==> src/rtl/smbto_pkg.sv <==
package smbto_pkg;

  // Events decoded from the synchronised bus lines.
  typedef struct packed {
    logic start;
    logic stop;
    logic scl_fall;
  } bus_evt_t;

  // Width needed to hold 0..limit inclusive.
  function automatic int unsigned cnt_bits(input int unsigned limit);
    return (limit < 2) ? 1 : $clog2(limit + 1);
  endfunction

endpackage

==> src/rtl/smbto_sync.sv <==
module smbto_sync #(
  parameter int unsigned WIDTH   = 2,
  parameter int unsigned STAGES  = 2,
  parameter logic        RST_VAL = 1'b1
) (
  input  logic             clk_i,
  input  logic             rst_ni,
  input  logic [WIDTH-1:0] d_i,
  output logic [WIDTH-1:0] q_o
);

  for (genvar g = 0; g < WIDTH; g++) begin : g_bit
    logic [STAGES-1:0] chain_q;
    logic [STAGES-1:0] chain_d;

    always_comb begin
      chain_d = {chain_q[STAGES-2:0], d_i[g]};
    end

    always_ff @(posedge clk_i or negedge rst_ni) begin
      if (!rst_ni) begin
        chain_q <= {STAGES{RST_VAL}};
      end else begin
        chain_q <= chain_d;
      end
    end

    assign q_o[g] = chain_q[STAGES-1];
  end

endmodule

==> src/rtl/smbto_bus_events.sv <==
module smbto_bus_events (
  input  logic                clk_i,
  input  logic                rst_ni,
  input  logic                scl_i,
  input  logic                sda_i,
  output smbto_pkg::bus_evt_t evt_o,
  output logic                busy_o
);

  logic scl_q;
  logic sda_q;
  logic busy_q;
  logic busy_d;
  smbto_pkg::bus_evt_t evt;

  always_comb begin
    evt.start    = scl_i & scl_q & sda_q & ~sda_i;
    evt.stop     = scl_i & scl_q & ~sda_q & sda_i;
    evt.scl_fall = scl_q & ~scl_i;
    busy_d       = busy_q;
    if (evt.stop) begin
      busy_d = 1'b0;
    end else if (evt.start) begin
      busy_d = 1'b1;
    end
  end

  always_ff @(posedge clk_i or negedge rst_ni) begin
    if (!rst_ni) begin
      scl_q  <= 1'b1;
      sda_q  <= 1'b1;
      busy_q <= 1'b0;
    end else begin
      scl_q  <= scl_i;
      sda_q  <= sda_i;
      busy_q <= busy_d;
    end
  end

  assign evt_o  = evt;
  assign busy_o = busy_q;

endmodule

==> src/rtl/smbto_timer.sv <==
module smbto_timer #(
  parameter int unsigned LIMIT = 1000,
  parameter int unsigned W     = smbto_pkg::cnt_bits(LIMIT)
) (
  input  logic         clk_i,
  input  logic         rst_ni,
  input  logic         clr_i,
  input  logic         en_i,
  output logic [W-1:0] cnt_o,
  output logic         fire_o
);

  localparam logic [W-1:0] LIM    = W'(LIMIT);
  localparam logic [W-1:0] LIM_M1 = W'(LIMIT - 1);

  logic [W-1:0] cnt_q;
  logic [W-1:0] cnt_d;
  logic         cnt_en;

  always_comb begin
    cnt_en = en_i & (cnt_q != LIM);
    fire_o = en_i & ~clr_i & (cnt_q == LIM_M1);
    cnt_d  = cnt_q;
    if (clr_i) begin
      cnt_d = '0;
    end else if (cnt_en) begin
      cnt_d = cnt_q + 1'b1;
    end
  end

  always_ff @(posedge clk_i or negedge rst_ni) begin
    if (!rst_ni) begin
      cnt_q <= '0;
    end else begin
      cnt_q <= cnt_d;
    end
  end

  assign cnt_o = cnt_q;

endmodule

==> src/rtl/smb_idle_reset_monitor.sv <==
module smb_idle_reset_monitor #(
  parameter int unsigned CLK_KHZ = 125000,
  parameter int unsigned LOW_MS  = 25,
  parameter int unsigned HIGH_MS = 50
) (
  input  logic clk_i,
  input  logic rst_ni,
  input  logic scl_i,
  input  logic sda_i,
  input  logic clr_flags_i,
  output logic slave_rst_o,
  output logic low_to_flag_o,
  output logic high_to_flag_o
);

  localparam int unsigned LOW_LIMIT  = CLK_KHZ * LOW_MS;
  localparam int unsigned HIGH_LIMIT = CLK_KHZ * HIGH_MS;
  localparam int unsigned LOW_W      = smbto_pkg::cnt_bits(LOW_LIMIT);
  localparam int unsigned HIGH_W     = smbto_pkg::cnt_bits(HIGH_LIMIT);

  logic [1:0]          sync_q;
  logic                scl_s;
  logic                sda_s;
  smbto_pkg::bus_evt_t evt;
  logic                busy;
  logic                stop_det;
  logic                scl_fall;
  logic                low_en;
  logic [LOW_W-1:0]    low_cnt;
  logic [HIGH_W-1:0]   high_cnt;
  logic                low_fire;
  logic                high_fire;

  logic pulse_q, pulse_d;
  logic lflag_q, lflag_d;
  logic hflag_q, hflag_d;

  smbto_sync #(
    .WIDTH  (2),
    .STAGES (2),
    .RST_VAL(1'b1)
  ) u_sync (
    .clk_i (clk_i),
    .rst_ni(rst_ni),
    .d_i   ({sda_i, scl_i}),
    .q_o   (sync_q)
  );

  assign scl_s = sync_q[0];
  assign sda_s = sync_q[1];

  smbto_bus_events u_events (
    .clk_i (clk_i),
    .rst_ni(rst_ni),
    .scl_i (scl_s),
    .sda_i (sda_s),
    .evt_o (evt),
    .busy_o(busy)
  );

  assign stop_det = evt.stop;
  assign scl_fall = evt.scl_fall;
  assign low_en   = busy & ~scl_s;

  smbto_timer #(
    .LIMIT(LOW_LIMIT),
    .W    (LOW_W)
  ) u_low_timer (
    .clk_i (clk_i),
    .rst_ni(rst_ni),
    .clr_i (stop_det),
    .en_i  (low_en),
    .cnt_o (low_cnt),
    .fire_o(low_fire)
  );

  smbto_timer #(
    .LIMIT(HIGH_LIMIT),
    .W    (HIGH_W)
  ) u_high_timer (
    .clk_i (clk_i),
    .rst_ni(rst_ni),
    .clr_i (scl_fall),
    .en_i  (scl_s),
    .cnt_o (high_cnt),
    .fire_o(high_fire)
  );

  // A new event wins over a clear arriving in the same cycle.
  always_comb begin
    pulse_d = low_fire | high_fire;
    lflag_d = lflag_q;
    hflag_d = hflag_q;
    if (clr_flags_i) begin
      lflag_d = 1'b0;
      hflag_d = 1'b0;
    end
    if (low_fire) begin
      lflag_d = 1'b1;
    end
    if (high_fire) begin
      hflag_d = 1'b1;
    end
  end

  always_ff @(posedge clk_i or negedge rst_ni) begin
    if (!rst_ni) begin
      pulse_q <= 1'b0;
      lflag_q <= 1'b0;
      hflag_q <= 1'b0;
    end else begin
      pulse_q <= pulse_d;
      lflag_q <= lflag_d;
      hflag_q <= hflag_d;
    end
  end

  assign slave_rst_o    = pulse_q;
  assign low_to_flag_o  = lflag_q;
  assign high_to_flag_o = hflag_q;

endmodule

==> config.mk <==
export PLATFORM = sky130hd
export DESIGN_NAME = smb_idle_reset_monitor
export DESIGN_NICKNAME = d
export VERILOG_FILES = /design/src/rtl/smbto_pkg.sv /design/src/rtl/smbto_sync.sv /design/src/rtl/smbto_bus_events.sv /design/src/rtl/smbto_timer.sv /design/src/rtl/smb_idle_reset_monitor.sv
export SDC_FILE = /design/constraint.sdc
export NUM_CORES = 1
export LEC_CHECK = 0
export BUFFER_PORTS_ARGS = -buffer_cell sky130_fd_sc_hd__buf_4
export CORE_MARGIN = 4
export CORE_UTILIZATION = 46
export DETAILED_ROUTE_END_ITERATION = 8
export GPL_TIMING_DRIVEN = 1
export HOLD_SLACK_MARGIN = 0.15
export MAX_ROUTING_LAYER = met4
export SYNTH_ARGS = -nofsm -noshare
export SYNTH_HDL_FRONTEND = slang
export SYNTH_SLANG_ARGS = --single-unit
==> constraint.sdc <==
create_clock -name clk_i -period 2.2 [get_ports clk_i]
set_input_delay 0 -clock clk_i [delete_from_list [all_inputs] [get_ports clk_i]]
set_output_delay 0 -clock clk_i [all_outputs]
set_load 0.01 [all_outputs]
# After elaboration in Yosys (flattened, before gate mapping)
# Cells that the tools add are included.
word_totals:
  regBits: 55
  in_bits: 5
  out_inout_bits: 3
  elab_cells: 49
op_classes:
  n_addsub: 2
  n_eq_ne: 4
  n_mux: 9
  bitwise_logic: 19
  n_reduce_logical: 5
ops:
  columns: ["operator", "count"]
  rows:
  - ["$mux W23", 2]
  - ["$mux W22", 2]
  - ["$add A23 B1 Y23 const B", 1]
  - ["$eq A23 B23 Y1 const B", 1]
  - ["$ne A23 B23 Y1 const B", 1]
  - ["$add A22 B1 Y22 const B", 1]
  - ["$eq A22 B22 Y1 const B", 1]
  - ["$ne A22 B22 Y1 const B", 1]
  - ["$and A1 B1 Y1", 13]
  - ["$reduce_bool A2 Y1", 5]
  - ["$mux W1", 5]
  - ["$not A1 Y1", 5]
  - ["$or A1 B1 Y1", 1]

# Depth between registers and ports, before layout
# Gate-level depths: netlist of the first run.
logic_depth:
  word_depth: 7
  depth_mapped: 7
  mapped_depth_nobuf: 7

# Modules after synthesis
# A second synthesis of the first run with hierarchy kept.
unflattened:
  hier_cells: 299
  hier_area_um2: 2890.3
by_module_without_submodules:
  columns: ["mod", "n_inst", "cells_each", "area_each_um2", "seq_area_each_um2"]
  rows:
  - ["smbto_timer at u_high_timer", 1, 139, 1291.2, 575.6]
  - ["smbto_timer at u_low_timer", 1, 135, 1253.7, 550.5]
  - ["smbto_sync", 1, 6, 120.1, 105.1]
  - ["smbto_bus_events", 1, 11, 117.6, 77.6]
  - ["smb_idle_reset_monitor", 1, 8, 107.6, 75.1]

# Least setup slack after synthesis of the first run
# Ideal clock, no wire load.
synth_path:
  path_type: "register -> register"
  start: "register u_high_timer.cnt_q[0] (netlist: u_high_timer.cnt_o[0])"
  end: "register u_high_timer.cnt_q[14] (netlist: u_high_timer.cnt_o[14])"
  setup_ns: 0.134
  t_arrival_ns: 1.527
  required_ns: 2.066
  slack_ns: 0.539
  path_stages_with_launch: 7
  path_buffers: 0
  synth_period_minus_slack_ns: 1.661
  cell_sequence: "dfrtp_1 > ha_1 > nand4_1 > or3_1 > nor2_1 > a21o_1 > a21oi_2"
synth_via:
  elab_chain_cells: 3
  elab_cells_between_ends: 6
  cone_classes: "add/sub (1); eq/ne (1); mux (2); bitwise (1); reduce/logical (1)"
synth_lines:
  columns: ["element", "line", "rtl"]
  rows:
  - ["from (decl)", "smbto_timer.sv:16", "logic [W-1:0] cnt_q;"]
  - ["from (signal assigned)", "smbto_timer.sv:35", "cnt_q <= cnt_d;"]
  - ["$add A23 B1 Y23 or $ne A23 B23 Y1 (tied branches)", "smbto_timer.sv:27, smbto_timer.sv:21", null]
  - ["$mux W23 or $and A1 B1 Y1 (tied branches)", "smbto_timer.sv:26, smbto_timer.sv:21", null]
  - ["$mux W23 or $reduce_bool A2 Y1 (tied branches)", null, null]
# Several ways; a longest one is shown, not always the timed one. The select of a mux whose other input is x is not followed.
# A chain may end at the register's enable or synchronous reset.

# Worst setup path in the final report of the first run
# Ends and elaborated chain as after synthesis.

==> results of run 1 <==
[per-stage QoR]
step	instances	hold slack, ns
finish	370	0.2617
global route	370	0.3240
CTS	370	0.2885
detailed placement	358	0.09143
global placement	358	0.09376
floorplan	284	-0.2956
[layout make-up]
| cell class | count | area, sq um |
|---|---|---|
| multi-input combinational | 211 | 1305 |
| sequential | 55 | 1384 |
| fill | 521 | 2663 |
| clock inverter | 2 | 12.51 |
| timing repair buffer | 13 | 107.6 |
| clock buffer | 6 | 72.57 |
| tap | 72 | 90.09 |
| inverter | 11 | 41.29 |
[state kept, by name, summed over array words and instances (netlist names)]
register / count
slave_rst_o: 1
u_high_timer.cnt_o: 23
low_to_flag_o: 1
u_sync.g_bit.chain_q: 4
u_events.scl_q: 1
high_to_flag_o: 1
u_events.busy_o: 1
u_low_timer.cnt_o: 22
u_events.sda_q: 1
[final timing paths]
check | cells past startpoint | slack (ns) | startpoint | endpoint
min reg2reg | 0 | 0.36 | u_sync.g_bit[1].chain_q[0]$_DFF_PN1_ | u_sync.g_bit[1].chain_q[1]$_DFF_PN1_
min | 2 | 0.26 | rst_ni | u_low_timer.cnt_o[5]$_DFFE_PN0P_
min in group clk_i | 2 | 0.34 | sda_i | u_sync.g_bit[1].chain_q[0]$_DFF_PN1_
max | 6 | 0.28 | u_high_timer.cnt_o[0]$_DFFE_PN0P_ | u_high_timer.cnt_o[14]$_DFFE_PN0P_
max reg2reg | 6 | 0.28 | u_high_timer.cnt_o[0]$_DFFE_PN0P_ | u_high_timer.cnt_o[14]$_DFFE_PN0P_
max in group asynchronous | 2 | 1.49 | rst_ni | u_high_timer.cnt_o[0]$_DFFE_PN0P_
[power by group through the flow]
stage          logic [uW]  registers [uW]  clock network (uW)
2_1_floorplan         158            1130                   0
3_3_place_gp          180            1170                   0
3_5_place_dp          189            1170                   0
4_1_cts               194            1150                 572
5_1_grt               224            1170                 614
6_report              190            1150                 541
[cell usage in the layout (no fill, tap or decap), types with 2 or more instances in the layout]
| cell | count |
|---|---|
| dlygate4sd3_1 | 4 |
| o21ai_0 | 12 |
| and3_1 | 6 |
| o31ai_1 | 5 |
| nor4_1 | 4 |
| xnor2_1 | 12 |
| nor3_1 | 3 |
| nand3_1 | 24 |
| a21o_1 | 2 |
| a31oi_1 | 4 |
| nand4_1 | 16 |
| buf_4 | 9 |
| a21oi_1 | 4 |
| mux2i_1 | 4 |
| nor4_4 | 2 |
| and4_1 | 2 |
| xor2_1 | 15 |
| inv_1 | 11 |
| dfstp_2 | 6 |
| nand4b_1 | 2 |
| or2_2 | 2 |
| nand2b_1 | 2 |
| or3_1 | 2 |
| dfrtp_1 | 49 |
| clkbuf_8 | 5 |
| nor2b_1 | 2 |
| ha_1 | 4 |
| nand2_1 | 31 |
| nor2_1 | 39 |
[worst register-to-register path, delay by kind of cell, from the launching register on]
| kind | cells | cell delay [ns] |
|---|---|---|
| compound gates | 1 | 0.14 |
| fa+ha+maj | 1 | 0.30 |
| flops | 1 | 0.44 |
| simple gates | 4 | 0.98 |
[logic make-up after synthesis]
| group | synth area share |
|---|---|
| adder cells (fa/ha/maj) | 0.01811 |
| multiplexers | 0.01449 |
| flip-flops | 0.5007 |
| AND/OR/NAND/NOR | 0.2847 |
| XOR/XNOR | 0.08556 |
| AO/OA/AOI/OAI | 0.06926 |
| buffers and inverters | 0.02716 |
[metal layers]
layer  share of wire  vias to the layer above  GRT usage
li1                -                     1020          -
met2            0.41                       32     0.2196
met5               0                        -          -
met3           0.037                        5    0.03746
met1            0.54                      970     0.2520
met4           0.011                        0    0.04317
[repair_timing]
| action | 4_1_cts | 5_1_grt |
|---|---|---|
| setup buffers | 0 | 0 |
| endpoints found under the hold margin | 59 | 0 |
| hold buffers | 4 | 0 |
==> flow_metrics.tcl, run 1 <==
set metrics [dict create \
    syn_area_sq_um 2764 \
    slew_headroom 0.5586 \
    maxSlewViolCount 0 \
    setup-violations-final 0 \
    die_h_um 85.52 \
    cp-start-kind "flip-flop" \
    synth.net_count 293 \
    netSwitchingPower_uw 507.9 \
    post-place-ws_ns 0.3050 \
    tightest_slew_ns 0.6621 \
    synth-seq-area-share 0.5007 \
    max_freq_mhz 521.5 \
    period_needed_ns 1.918 \
    ys_warn_count 0 \
    yosys_most_used_dff "dfrtp_1" \
    dp_hpwl_um 3767 \
    clockBufferDepth 2 \
    p_int_uw 1377 \
    grt_usage 0.1656 \
    critPathRequiredTime_ns 2.44 \
    critPathTopFamily "simple AND/OR/NAND/NOR gates" \
    layout_setup_ws_ns 0.2823 \
    initial_core_util 0.4870 \
    critical_path_class "reg2reg" \
    placed_area_sq_um 2888 \
    drive_gt1_frac 0.1040 \
    viasPerCell 5.478 \
    synth_most_common_cell "dfrtp_1" \
    synth_top_area_cell "dfrtp_1" \
    ant_nets 0 \
    leakage_uw 0.001352 \
    gp_congestion 0.9002 \
    syn_area_per_cell_sq_um 9.732 \
    fin_skew_ns 0.006977 \
    grt_pass1_vias 1913 \
    synthTopCellsByCount "dfrtp_1, nor2_1, nand2_1" \
    port-buffer-count 7 \
    path_cells "ha_1 -> nand4_1 -> or3_1 -> nor2_1 -> nand3_1 -> a21oi_2" \
    power.density_nw_per_um2 625.6 \
    critPathCaptureType "flip-flop" \
    cts_sinks 55 \
    fin_util 0.5309 \
    netlist_instances 284 \
    overflow 0 \
    rows 27 \
    num_vias 2027 \
    dieArea_sq_um 7313 \
    io_pins 8 \
    synth_edf_count 0 \
    p_clk_frac 0.287 \
    totalWireLength_um 5344 \
    async_flop_share 1.000 \
    status "complete, no violations" \
    insertion_delay_ns 0.30 \
    final.setup.tns_ns 0 \
    path_clk_slew_ns 0.09 \
    finalCritPeriodShare 0.8717 \
    yosys-top-cells-area "dfrtp_1, dfstp_2, nor2_1, xor2_1, nand3_1" \
    core-area_sq_um 5675 \
    root_buffer "clkbuf_8" \
    netlist-cell-type-count 42 \
    grt_pass1_wl_um 9480 \
    drtIter0Drc 133 \
    arrival_ns 2.16 \
    ys_ff_latch 55 \
    die_x_um 85.52 \
    hold_violations 0 \
    ir_worst_vdd_v 0.0003511 \
    cts_inserted_buffers 5 \
    grt_max_degree 56 \
    wl_per_cell_um 14.44 \
    drc 0 \
    antenna_found_initial 0 \
    first_pass_iters 4 \
    hp-class "in2async" \
    p_total_uw 1885 \
    antennaDiodeCount 0 \
    synth_top_area_share 0.4436 \
    synthToLayoutAreaGrowth_pct 9.009 \
    combPwrFrac 0.101 \
    nets 306 \
    grt_setup_unrepaired "no" \
    seqPwrFrac 0.612 \
    cts_tree "done" \
    final_area_sq_um 3013 \
    cts_max_level 2 \
    path_buf_inv 0 \
    cts_resized 0 \
    critPathSlowestCell "or3_1" \
    cpPeakStageDelay_ns 0.47 \
    switching_share 0.2695 \
    max_cap_viol_count 0 \
    critPathMaxFanout 6 \
]
Power figures use the tool's default switching activity.
==> run 2, diff against run 1 <==
- GPL_TIMING_DRIVEN: 1 -> 0
==> flow_metrics.tcl, run 2 (synthesis results as in run 1) <==
set metrics [dict create \
    status "complete, no violations" \
    grt_usage 0.1708 \
    critPathRequiredTime_ns 2.39 \
    die_x_um 85.52 \
    largest_reg_flops 23 \
    final_cells 375 \
    setup-violations-final 0 \
    overflow 0 \
    initial_core_util 0.4870 \
    cts_sinks 55 \
    cts_max_level 2 \
    cp-start-kind "flip-flop" \
    leakage_uw 0.001365 \
    path_clk_slew_ns 0.10 \
    totalWireLength_um 5476 \
    synthToLayoutAreaGrowth_pct 9.688 \
    multi_input_comb_area_sq_um 1305 \
    io_pins 8 \
    max_cap_viol_count 0 \
    grt_max_degree 56 \
    tightest_slew_ns 0.6933 \
    layout_setup_ws_ns 0.2612 \
    power.density_nw_per_um2 628.2 \
    finalCritPeriodShare 0.8813 \
    num_vias 2049 \
    grt_pass1_wl_um 9701 \
    clockBufferDepth 2 \
    antennaDiodeCount 0 \
    drtIter0Drc 84 \
    ant_nets 0 \
    arrival_ns 2.13 \
    rows 27 \
    critPathCaptureType "flip-flop" \
    grt_pass1_vias 2011 \
    drc 0 \
    cts_tree "done" \
    max_freq_mhz 515.8 \
    viasPerCell 5.464 \
    fill_cells 548 \
    grt_setup_unrepaired "no" \
    post-place-ws_ns 0.2725 \
    final_common_cell "dfrtp_1" \
    regArea_sq_um 1384 \
    gp_congestion 0.7945 \
    ir_worst_vdd_v 0.0002956 \
    die_h_um 85.52 \
    first_pass_iters 4 \
    core-area_sq_um 5675 \
    mostFrequentLayoutCells "dfrtp_1, nor2_1, nand2_1" \
    insertion_delay_ns 0.31 \
    dp_hpwl_um 3830 \
    slew_headroom 0.5378 \
    period_needed_ns 1.939 \
    hold_violations 0 \
    dieArea_sq_um 7313 \
    cts_inserted_buffers 5 \
    critPathMaxFanout 6 \
    maxSlewViolCount 0 \
    antenna_found_initial 0 \
    hp-class "in2async" \
    fin_skew_ns 0.01180 \
    critical_path_class "reg2reg" \
    r2r_slack_ns 0.26 \
    dp_cells 363 \
    wl_per_cell_um 14.60 \
    drive_gt1_frac 0.1089 \
    final.setup.tns_ns 0 \
    port-buffer-count 7 \
    nets 311 \
    root_buffer "clkbuf_8" \
]
run 2: cell count changes in the layout (fill, tap and decap cells not counted), sizes merged:
cell / change
clkbuf: +4
buf: +1
run 2: repair_timing:
| action | 4_1_cts | 5_1_grt |
|---|---|---|
| gates resized for setup | 0 | 0 |
| buffers inserted | 0 | 0 |
| hold buffers | 4 | 0 |
| endpoints found under the hold margin | 53 | 0 |
run 2: worst max-delay path, cell delays in order (launching register included):
cell and delay (ns):
dfrtp_1 0.44, ha_1 0.28, nand4_1 0.13, nor4_1 0.56, nand4_1 0.20, nand3_1 0.11, o21ai_0 0.09
run 2: layout make-up:
cell class / count / area share
repair buffers: 11 / 0.03054
flip-flops and latches: 55 / 0.4565
inverters: 11 / 0.01362
plain buffers: 7 / 0.01114
multi-input cells: 211 / 0.4305
clock buffers: 6 / 0.02394
clock inverters: 2 / 0.004127
well taps: 72 / 0.02972
run 2: report_power, final:
part           switching (uW)  internal, uW
registers                58.3          1070
logic                     131          93.2
clock network             328           223
run 2: final timing paths:
path                                                 startpoint                                   end  cells past startpoint
setup / recovery              u_high_timer.cnt_o[0]$_DFFE_PN0P_    u_high_timer.cnt_o[18]$_DFFE_PN0P_                      6
hold / removal                                           rst_ni      u_low_timer.cnt_o[3]$_DFFE_PN0P_                      2
setup reg to reg              u_high_timer.cnt_o[0]$_DFFE_PN0P_    u_high_timer.cnt_o[18]$_DFFE_PN0P_                      6
hold reg to reg            u_sync.g_bit[0].chain_q[0]$_DFF_PN1_  u_sync.g_bit[0].chain_q[1]$_DFF_PN1_                      0
max in group asynchronous                                rst_ni     u_low_timer.cnt_o[11]$_DFFE_PN0P_                      2
min in group clk_i                                        scl_i  u_sync.g_bit[0].chain_q[0]$_DFF_PN1_                      2
run 2: through the flow:
| step | hold slack (ns) | power (uW) | instance area (sq um) | util |
|---|---|---|---|---|
| after floorplan | -0.2956 | 1293 | 2764 | - |
| after global placement | 0.09391 | 1364 | 2907 | 0.5121 |
| after detailed placement | 0.1021 | 1371 | 2907 | 0.5121 |
| after CTS | 0.3014 | 1935 | 3032 | 0.5342 |
| after global routing | 0.3317 | 2016 | 3032 | 0.5342 |
| final | 0.2443 | 1904 | 3032 | 0.5342 |
run 2: per-layer routing:
| layer | routed length (um) | global-route usage | share of wire |
|---|---|---|---|
| met5 | 0 | - | 0 |
| met3 | 203 | 0.03170 | 0.037 |
| met4 | 57 | 0.03885 | 0.010 |
| met2 | 2315 | 0.2521 | 0.42 |
| met1 | 2899 | 0.2452 | 0.53 |
==> run 3, diff against run 2 <==
- SYNTH_HIERARCHICAL: not set -> 1
==> flow_metrics.tcl, run 3 <==
set metrics [dict create \
    netlist_instances 298 \
    final_area_sq_um 3252 \
    r2r_slack_ns -0.03 \
    rows 28 \
    port-buffer-count 7 \
    post-place-ws_ns -0.1571 \
    critPathCaptureType "flip-flop" \
    drc 0 \
    grt_max_degree 56 \
    drive_gt1_frac 0.1543 \
    root_buffer "clkbuf_8" \
    syn_area_per_cell_sq_um 9.686 \
    gr-usage-met2 0.2857 \
    period_needed_ns 2.233 \
    critPathMaxFanout 5 \
    synthToLayoutAreaGrowth_pct 12.66 \
    status "complete, but fails checks" \
    die_x_um 87.22 \
    grt_setup_unrepaired "yes" \
    tightest_slew_ns 0.6850 \
    reg2reg_to "u_high_timer/cnt_o[8]$_DFFE_PN0P_" \
    grt_pass1_vias 2207 \
    maxSlewViolCount 0 \
    first_pass_iters 4 \
    num_vias 2208 \
    finalCritPeriodShare 1.015 \
    synth.net_count 307 \
    antennaDiodeCount 0 \
    ant_nets 0 \
    gp_congestion 0.8323 \
    wl_per_cell_um 14.67 \
    cts_inserted_buffers 5 \
    busiest_layer "met2" \
    path_clk_slew_ns 0.10 \
    final_cells 399 \
    viasPerCell 5.534 \
    layout_setup_ws_ns -0.03300 \
    dp_cells 380 \
    arrival_ns 2.41 \
    multi_input_comb_area_sq_um 1399 \
    fill_cells 549 \
    placed_area_sq_um 3033 \
    leakage_uw 0.001408 \
    grt_usage 0.1762 \
    grt_pass1_wl_um 10380 \
    dieArea_sq_um 7606 \
    die_h_um 87.22 \
    critPathRequiredTime_ns 2.37 \
    setup-violations-final 6 \
    cts_max_level 2 \
    reg2reg_from "u_high_timer/cnt_o[5]$_DFFE_PN0P_" \
    slew_headroom 0.5433 \
    mostFrequentLayoutCells "dfrtp_1, nor2_1, nand2_1" \
    totalWireLength_um 5854 \
    antenna_found_initial 0 \
    hp-class "in2async" \
    reg2reg_depth 7 \
    initial_core_util 0.4818 \
    insertion_delay_ns 0.31 \
    groute.layer.met3.usage 0.03406 \
    ys_warn_count 6 \
    violations "negative setup slack" \
    cp-start-kind "flip-flop" \
    max_freq_mhz 447.8 \
    use_met1 0.2215 \
    fin_skew_ns 0.01225 \
    final.setup.tns_ns -0.1265 \
    final_common_cell "dfrtp_1" \
    cts_tree "done" \
    dp_hpwl_um 3843 \
    core-area_sq_um 5991 \
    io_pins 8 \
    hold_violations 0 \
    nets 332 \
    syn_area_sq_um 2887 \
    max_cap_viol_count 0 \
    regArea_sq_um 1384 \
    overflow 0 \
    ir_worst_vdd_v 0.0004397 \
    cts_sinks 55 \
    clockBufferDepth 2 \
    largest_reg_flops 23 \
    drtIter0Drc 87 \
    critical_path_class "reg2reg" \
    p_total_uw 2044 \
    power.density_nw_per_um2 628.7 \
]
run 3: worst max-delay path, stage by stage (launching register included):
cell and delay, ns:
dfrtp_1 0.39, or4b_1 0.53, or4_4 0.45, o31ai_4 0.30, buf_4 0.17, buf_6 0.11, or3_1 0.09, a21oi_1 0.05
run 3: per-layer routing:
layer,wire [um],up-vias,part of all wire
li1,-,1101,-
met1,2681,1075,0.46
met5,0,-,0
met3,122,13,0.021
met2,2942,19,0.50
met4,109,0,0.019
run 3: layout make-up:
type                            instances  area share
Buffer                                 17     0.03001
Clock buffer                            7     0.02655
Clock inverter                          1    0.002693
Inverter                                9     0.01039
Multi-Input combinational cell        217      0.4302
Sequential cell                        55      0.4255
Tap cell                               75     0.02886
Timing Repair Buffer                   18     0.04579
run 3: what timing repair did:
action,in CTS,in global routing
hold endpoints to repair,53,0
resized for setup,2,9
pin swaps,1,6
hold buffers,4,0
setup buffers,3,3
gates cloned,0,1
setup endpoints to repair,20,11
run 3: stage by stage:
step | utilization | hold slack, ns
5_1_grt | 0.5428 | 0.3281
4_1_cts | 0.5330 | 0.2969
3_3_place_gp | 0.5063 | 0.09285
3_5_place_dp | 0.5063 | 0.1034
6_report | 0.5428 | 0.2782
2_1_floorplan | - | -0.2956
run 3: report_power, final:
| part | leakage, uW | internal [uW] | switching (uW) |
|---|---|---|---|
| logic | 0.000622 | 137 | 165 |
| clock network | 0.0000484 | 259 | 327 |
| registers | 0.000738 | 1080 | 74.3 |
| total | 0.00141 | 1480 | 567 |
run 3: worst max-delay path by stage:
stage,start,to,slack [ns],depth (start not counted)
floorplan,u_high_timer/cnt_o[5]$_DFFE_PN0P_,u_high_timer/cnt_o[12]$_DFFE_PN0P_,0.03,5
global placement,u_high_timer/cnt_o[5]$_DFFE_PN0P_,u_high_timer/cnt_o[1]$_DFFE_PN0P_,-0.19,6
detailed placement,u_high_timer/cnt_o[5]$_DFFE_PN0P_,u_high_timer/cnt_o[1]$_DFFE_PN0P_,-0.16,6
CTS,u_high_timer/cnt_o[5]$_DFFE_PN0P_,u_high_timer/cnt_o[1]$_DFFE_PN0P_,-0.009,6
global route,u_high_timer/cnt_o[5]$_DFFE_PN0P_,u_high_timer/cnt_o[1]$_DFFE_PN0P_,-0.10,6
finish,u_high_timer/cnt_o[5]$_DFFE_PN0P_,u_high_timer/cnt_o[8]$_DFFE_PN0P_,-0.03,7
